--- config.mk ---
export PLATFORM = sky130hd
export DESIGN_NAME = twoPortSemBank
export DESIGN_NICKNAME = d
export VERILOG_FILES = /design/src/rtl/semPkg.sv /design/src/rtl/semCtrl.sv /design/src/rtl/semDatapath.sv /design/src/rtl/twoPortSemBank.sv
export SDC_FILE = /design/constraint.sdc
export NUM_CORES = 1
export LEC_CHECK = 0
export ABC_AREA = 1
export CORE_AREA = 4 4 74 76
export DETAILED_ROUTE_END_ITERATION = 6
export DIE_AREA = 0 0 78 80
export PLACE_DENSITY = 0.88
export SYNTH_ARGS = -nofsm -noshare
export SYNTH_HDL_FRONTEND = slang
export SYNTH_SLANG_ARGS = --single-unit
--- constraint.sdc ---
create_clock -name clk -period 1.72 [get_ports clk]
set_input_delay 0.516 -clock clk [delete_from_list [all_inputs] [get_ports clk]]
set_output_delay 0.516 -clock clk [all_outputs]
set_load 0.02 [all_outputs]
--- src/rtl/semPkg.sv ---
package semPkg;

  typedef enum logic [1:0] {
    OWN_NONE  = 2'd0,
    OWN_LEFT  = 2'd1,
    OWN_RIGHT = 2'd2
  } ownState_t;

  // index 0 = left port, index 1 = right port
  typedef struct packed {
    logic [1:0] wrEn;
    logic [1:0] wrVal;
    logic [1:0] capture;
    logic [1:0] readOn;
  } semStrobes_t;

endpackage

--- src/rtl/semCtrl.sv ---
module semCtrl
  import semPkg::*;
(
  input  logic        clk,
  input  logic        rstN,
  input  logic [1:0]  sel,
  input  logic [1:0]  we,
  input  logic [1:0]  oe,
  input  logic [1:0]  wrBit,
  output semStrobes_t stb
);

  logic [1:0] rdNow;
  logic [1:0] rdPrev;

  for (genvar p = 0; p < 2; p++) begin : g_port
    assign rdNow[p]       = sel[p] && oe[p] && !we[p];
    assign stb.wrEn[p]    = sel[p] && we[p];
    assign stb.wrVal[p]   = wrBit[p];
    assign stb.capture[p] = rdNow[p] && !rdPrev[p];
    assign stb.readOn[p]  = rdPrev[p];

    always_ff @(posedge clk) begin
      if (!rstN) rdPrev[p] <= 1'b0;
      else       rdPrev[p] <= rdNow[p];
    end
  end

endmodule

--- src/rtl/semDatapath.sv ---
module semDatapath
  import semPkg::*;
#(
  parameter int NUM_FLAGS = 8,
  parameter int DATA_W    = 8,
  localparam int IDX_W    = $clog2(NUM_FLAGS)
) (
  input  logic              clk,
  input  logic              rstN,
  input  semStrobes_t       stb,
  input  logic [IDX_W-1:0]  lfIdx,
  input  logic [IDX_W-1:0]  rtIdx,
  output logic [DATA_W-1:0] lfRdData,
  output logic [DATA_W-1:0] rtRdData
);

  logic [NUM_FLAGS-1:0] reqL, reqR;   // 1 = idle, 0 = requesting
  logic [NUM_FLAGS-1:0] visL, visR;   // flag as seen from each side
  ownState_t            own [NUM_FLAGS];
  logic [DATA_W-1:0]    holdL, holdR;

  for (genvar i = 0; i < NUM_FLAGS; i++) begin : g_flag
    logic      hitL, hitR, nReqL, nReqR;
    ownState_t nxtOwn;

    assign hitL  = stb.wrEn[0] && (lfIdx == IDX_W'(i));
    assign hitR  = stb.wrEn[1] && (rtIdx == IDX_W'(i));
    assign nReqL = hitL ? stb.wrVal[0] : reqL[i];
    assign nReqR = hitR ? stb.wrVal[1] : reqR[i];

    always_comb begin
      nxtOwn = own[i];
      case (own[i])
        OWN_LEFT:  if (nReqL) nxtOwn = nReqR ? OWN_NONE : OWN_RIGHT;
        OWN_RIGHT: if (nReqR) nxtOwn = nReqL ? OWN_NONE : OWN_LEFT;
        default: begin
          if (!nReqL)      nxtOwn = OWN_LEFT;
          else if (!nReqR) nxtOwn = OWN_RIGHT;
          else             nxtOwn = OWN_NONE;
        end
      endcase
    end

    always_ff @(posedge clk) begin
      if (!rstN) begin
        reqL[i] <= 1'b1;
        reqR[i] <= 1'b1;
        own[i]  <= OWN_NONE;
      end else begin
        reqL[i] <= nReqL;
        reqR[i] <= nReqR;
        own[i]  <= nxtOwn;
      end
    end

    assign visL[i] = (own[i] != OWN_LEFT);
    assign visR[i] = (own[i] != OWN_RIGHT);

    AST_FREE_MEANS_IDLE: assert property (@(posedge clk) disable iff (!rstN)
      own[i] == OWN_NONE |-> (reqL[i] && reqR[i]));

    AST_OWNER_KEPT: assert property (@(posedge clk) disable iff (!rstN)
      (own[i] == OWN_LEFT && !(hitL && stb.wrVal[0])) |=> own[i] == OWN_LEFT);

    AST_HANDOFF: assert property (@(posedge clk) disable iff (!rstN)
      (own[i] == OWN_LEFT && hitL && stb.wrVal[0] && !reqR[i] && !(hitR && stb.wrVal[1]))
      |=> own[i] == OWN_RIGHT);

    AST_LEFT_PRIORITY: assert property (@(posedge clk) disable iff (!rstN)
      (own[i] == OWN_NONE && hitL && !stb.wrVal[0] && hitR && !stb.wrVal[1])
      |=> own[i] == OWN_LEFT);
  end

  always_ff @(posedge clk) begin
    if (!rstN) begin
      holdL <= '0;
      holdR <= '0;
    end else begin
      if (stb.capture[0]) holdL <= {DATA_W{visL[lfIdx]}};
      if (stb.capture[1]) holdR <= {DATA_W{visR[rtIdx]}};
    end
  end

  assign lfRdData = stb.readOn[0] ? holdL : '0;
  assign rtRdData = stb.readOn[1] ? holdR : '0;

  AST_RD_REPLICATED: assert property (@(posedge clk) disable iff (!rstN)
    ($countones(lfRdData) == 0 || $countones(lfRdData) == DATA_W) &&
    ($countones(rtRdData) == 0 || $countones(rtRdData) == DATA_W));

  AST_RD_FROZEN_L: assert property (@(posedge clk) disable iff (!rstN)
    (stb.readOn[0] && !stb.capture[0]) |=> (!stb.readOn[0] || $stable(lfRdData)));

  AST_RD_FROZEN_R: assert property (@(posedge clk) disable iff (!rstN)
    (stb.readOn[1] && !stb.capture[1]) |=> (!stb.readOn[1] || $stable(rtRdData)));

endmodule

--- src/rtl/twoPortSemBank.sv ---
module twoPortSemBank
  import semPkg::*;
#(
  parameter int ADDR_W    = 16,
  parameter int NUM_FLAGS = 8,
  parameter int DATA_W    = 8
) (
  input  logic              clk,
  input  logic              rstN,
  input  logic              lfSel,
  input  logic              lfWe,
  input  logic              lfOe,
  input  logic [ADDR_W-1:0] lfAddr,
  input  logic              lfWrBit,
  output logic [DATA_W-1:0] lfRdData,
  input  logic              rtSel,
  input  logic              rtWe,
  input  logic              rtOe,
  input  logic [ADDR_W-1:0] rtAddr,
  input  logic              rtWrBit,
  output logic [DATA_W-1:0] rtRdData
);

  localparam int IDX_W = $clog2(NUM_FLAGS);

  semStrobes_t stb;
  logic        unusedAddrHi;

  assign unusedAddrHi = ^{lfAddr[ADDR_W-1:IDX_W], rtAddr[ADDR_W-1:IDX_W]};

  semCtrl u_ctrl (
    .clk   (clk),
    .rstN  (rstN),
    .sel   ({rtSel, lfSel}),
    .we    ({rtWe, lfWe}),
    .oe    ({rtOe, lfOe}),
    .wrBit ({rtWrBit, lfWrBit}),
    .stb   (stb)
  );

  semDatapath #(
    .NUM_FLAGS (NUM_FLAGS),
    .DATA_W    (DATA_W)
  ) u_dp (
    .clk      (clk),
    .rstN     (rstN),
    .stb      (stb),
    .lfIdx    (lfAddr[IDX_W-1:0]),
    .rtIdx    (rtAddr[IDX_W-1:0]),
    .lfRdData (lfRdData),
    .rtRdData (rtRdData)
  );

endmodule

# Word level (Yosys, flattened, before mapping)

Memory sizes are Yosys's and may differ from the RTL's.
Cells that the tools add are included.

Memories: 1
RAM bits: 16
Word-level logic and storage cells: 187
Input port bits: 42
Register bits: 20
Output and inout bits: 16

Multiplexer cells: 80
Reductions and logical operators: 30
Equal/unequal tests: 46
Order comparisons: 2
Bitwise gates (word level): 8

Memory list:

| name     | words | width | rd ports | clocked after memory_dff | wr ports | RTL line          | source |
|---|---|---|---|---|---|---|---|
| u_dp.own | 8     | 2     | 8        | 0                        | 8        | semDatapath.sv:19 | `ownState_t own [NUM_FLAGS];` |

Operators with widths:

| cell               | count |
|---|---|
| $mux 2             | 40 |
| $pmux 2 s2         | 8 |
| $mux 1             | 28 |
| $eq 3x3->1 const B | 8 |
| $logic_and 1x1->1  | 24 |
| $eq 2x1->1 const B | 8 |
| $eq 2x2->1 const B | 8 |
| $mux 8             | 2 |
| $ne 2x1->1 const B | 8 |
| $ne 2x2->1 const B | 8 |
| $eq 3x2->1 const B | 4 |
| $lt 3x4->1 const B | 2 |
| $or 1x1->1         | 8 |
| $bmux 1 s3         | 2 |
| $eq 3x1->1 const B | 2 |
| $logic_not 3->1    | 2 |
| $logic_not 1->1    | 4 |

# Longest topological paths before layout

Depth after elaboration: 7
Depth in mapped cells: 10
Depth with buffers taken out: 10

# Hierarchy

A second synthesis with hierarchy kept.

Cells, all modules: 367
Area, all modules: 2426.1 µm²

By module, submodules not included:

| module      | cells an instance | area an instance (µm²) | times used | sequential area each (µm²) |
|---|---|---|---|---|
| semDatapath | 350               | 2309.7                 | 1          | 680.7 |
| semCtrl     | 17                | 116.4                  | 1          | 40.0 |

# Least setup slack after synthesis

No wires, ideal clock.

Path type: input to register
Start point: input port rtAddr[0]
End point: memory u_dp.own[2][0] (netlist name)
Path buffers: 1
Required time: 1.604 ns
Arrival time: 1.331 ns
Stages: 7
Setup slack: 0.273 ns
Library setup time: 0.116 ns
Cells stage by stage: buf_4 -> nor2_1 -> nand3_1 -> nand3_1 -> nand2_1 -> o21ai_0 -> nor2_1

RTL lines:

| element         | RTL line             | source |
|---|---|---|
| start, declared | twoPortSemBank.sv:19 | `input logic [ADDR_W-1:0] rtAddr,` |
| end, declared   | semDatapath.sv:19    |  |

# Worst setup path after layout

Start point: register u_ctrl.rdPrev[1], in the netlist u_ctrl.stb[1]
End point: output port rtRdData[5]

Longest elaborated chain between the ends: 1

Ends and longest elaborated chain:

| element                         | RTL line             | source |
|---|---|---|
| start, declared                 | semCtrl.sv:14        | `logic [1:0] rdPrev;` |
| start signal, assigned by index | semCtrl.sv:25        | `else rdPrev[p] <= rdNow[p];` |
| $mux 8                          | semDatapath.sv:85    | `assign rtRdData = stb.readOn[1] ? holdR : '0;` |
| end, declared                   | twoPortSemBank.sv:21 | `output logic [DATA_W-1:0] rtRdData` |

Every way passes these cells.

==> impl_metrics.toml <==
[logic_synthesis]
ys_top_cells_by_count = "nand2_1, nor2_1, nand3_1"
synth_most_common_cell = "nand2_1"
syn_avg_cell_area_um2 = 6.49
async_reset_ff_frac = 0
synth_edf_count = 0
ys_seq_elements = 36
synth_area_leaders = "dfxtp_1, nand2_1, nor2_1"
synth_largest_area_cell = "dfxtp_1"
netlist_area_um2 = 2340
yosys_warnings = 0
synthCells = 361
synth_flop_cell = "dfxtp_1"
yosysSeqAreaShare = 0.308
yosysTopAreaCellShare = 0.308
ys_types = 24
syn_nets = 419

[power_and_ir_drop]
pwr_density_cell_nw_per_um2 = 605
vdd_ir_drop_max_mv = 0.412
total_power_uw = 1800
power.leakage_uw = 0.00156

[die]
boundaryPins = 58
dieArea_um2 = 6240
start_util = 0.496
die_x_um = 78
rows = 25
core_area_um2 = 4720
die_h_um = 80

[cts]
cts_tree = "yes"
insertion_delay_ps = 290
cts_max_level = 2
cts.clk_slew.worst_paths_ps = 70
cts_sinks = 36
cts_max_path_buffers = 2
cts-root-buf = "clkbuf_8"
cts_inserted_buffers = 5

[setup_path]
crit_fanout = 8
reg2reg_slack_ps = 370
crit_arrival_ps = 1180
endpoint_kind = "output pin"
crit_start = "u_ctrl.stb[1]"
r2r-start = "u_dp.own[4][0]"
r2r-end = "u_dp.holdR[0]"
required_ps = 1200
rr_worst_depth = 7
worstSetupEndpoint = "rtRdData[5]"
criticalPathCategory = "reg2out"
setup.worst_path.start_class = "register"

[place]
port_buffers = 31
dp_hpwl_um = 3990
place_congestion = 0.871

[detailed_routing]
ant_nets = 0
drc = 0
wl_per_cell_um = 11.8
dr.pass1.iters = 5
first_iter_violations = 191
via_per_inst = 5.04
totalWireLength_um = 5590
vias = 2379

[timing]
timing.fmax_mhz = 589
skew_ps = 6.13
hold_violations = 0
tns_ps = 0
slew_viol_final = 0
max_slew_margin = 0.782
finalCritPeriodShare = 0.987
min_period_ps = 1700
worst_pin_slew_ps = 326
rsz0062_at_grt = "true"
setup_viol = 0

[global_routing]
grt_pass1_wl_um = 9330
grt_max_degree = 35
antenna_found_initial = 0
grt_use_total = 0.185
overflow = 0
grt_pass1_vias = 2235

[cells_and_area]
num_antenna_cells = 0
syn2layout_area_growth_pct = 26.7
fillers = 403
nets = 462
drive_gt1_frac = 0.193

[job]
cap_violations = 0

[worst_hold_path]
hold_start = "u_dp.reqR[4]"
hold_class = "reg2reg"

[status]
status = "completed"
layout make-up:
type	count	area, µm²	share of cell area
Sequential cell	36	721	0.243
Multi-Input combinational cell	264	1420	0.479
Tap cell	67	83.8	0.0282
Timing Repair Buffer	57	502	0.169
Clock buffer	8	90.1	0.0304
Inverter	40	150	0.0506
through the flow:
step	cells	setup slack, ps	hold WS [ps]	instance area [µm²]	utilization
after detailed placement	460	-381	463	2780	0.589
after CTS	468	-56.0	477	2880	0.610
after global routing	472	-110	512	2970	0.628
after floorplan	361	273	442	2340	-
final	472	21.9	477	2970	0.628
after global placement	460	-334	454	2780	0.589
cell usage in the layout (no fill, tap or decap), types with 6 or more instances in the layout:
cell type,count
clkbuf_8,6
dlygate4sd2_1,9
o211ai_1,7
nand3_2,11
a21oi_1,6
clkbuf_2,9
inv_1,34
dfxtp_1,36
inv_2,6
dlymetal6s2s_1,8
nand2_2,10
nand3_1,44
nor2_1,72
ha_1,16
nand2_1,71
buf_4,22
cell families after synthesis:
kind of cell	synth area share
simple gates	0.411
fa+ha+maj	0.0855
buf+inv	0.126
compound gates	0.0705
flops	0.308
how the worst min path moves through the flow:
stage                   end  slack, ps  cells after the start
6_report       u_dp.reqR[4]        480                      2
5_1_grt        u_dp.reqR[5]        510                      2
4_1_cts        u_dp.reqL[7]        480                      2
3_5_place_dp   u_dp.reqR[7]        460                      2
3_3_place_gp   u_dp.reqR[4]        450                      2
2_1_floorplan  u_dp.reqL[0]        440                      2
report_power, final:
group	internal, µW	switching [µW]	leakage, µW
clock network	327	301	0.0000455
logic	130	173	0.00122
registers	855	10.7	0.000292
total	1310	485	0.00156
flip-flops by register name, summed over array words and instances, names as in the netlist:
| signal | cells |
|---|---|
| u_dp.holdL | 1 |
| u_dp.reqL | 8 |
| u_ctrl.stb | 2 |
| u_dp.holdR | 1 |
| u_dp.own | 16 |
| u_dp.reqR | 8 |
metal layers:
layer  track usage  up-vias  share of wire  routed length, µm
li1              -     1226              -                  -
met1         0.211     1065           0.42               2350
met2         0.338       82           0.49               2750
met3        0.0384        6          0.077                429
met4        0.0699        0          0.011                 62
met5             0        -              0                  0
what timing repair did:
action	CTS	global route
cloned	0	0
hold buffers	0	0
buffers inserted	0	4
setup endpoints to repair	28	34
gates resized for setup	26	51
endpoints found under the hold margin	0	0
pin swaps	1	7
worst max-delay path, stage by stage (launching register included):
cell and delay [ps]:
dfxtp_1 350, nand2_1 60, inv_1 130, dlygate4sd2_1 360
(Power assumes the default switching activity.)
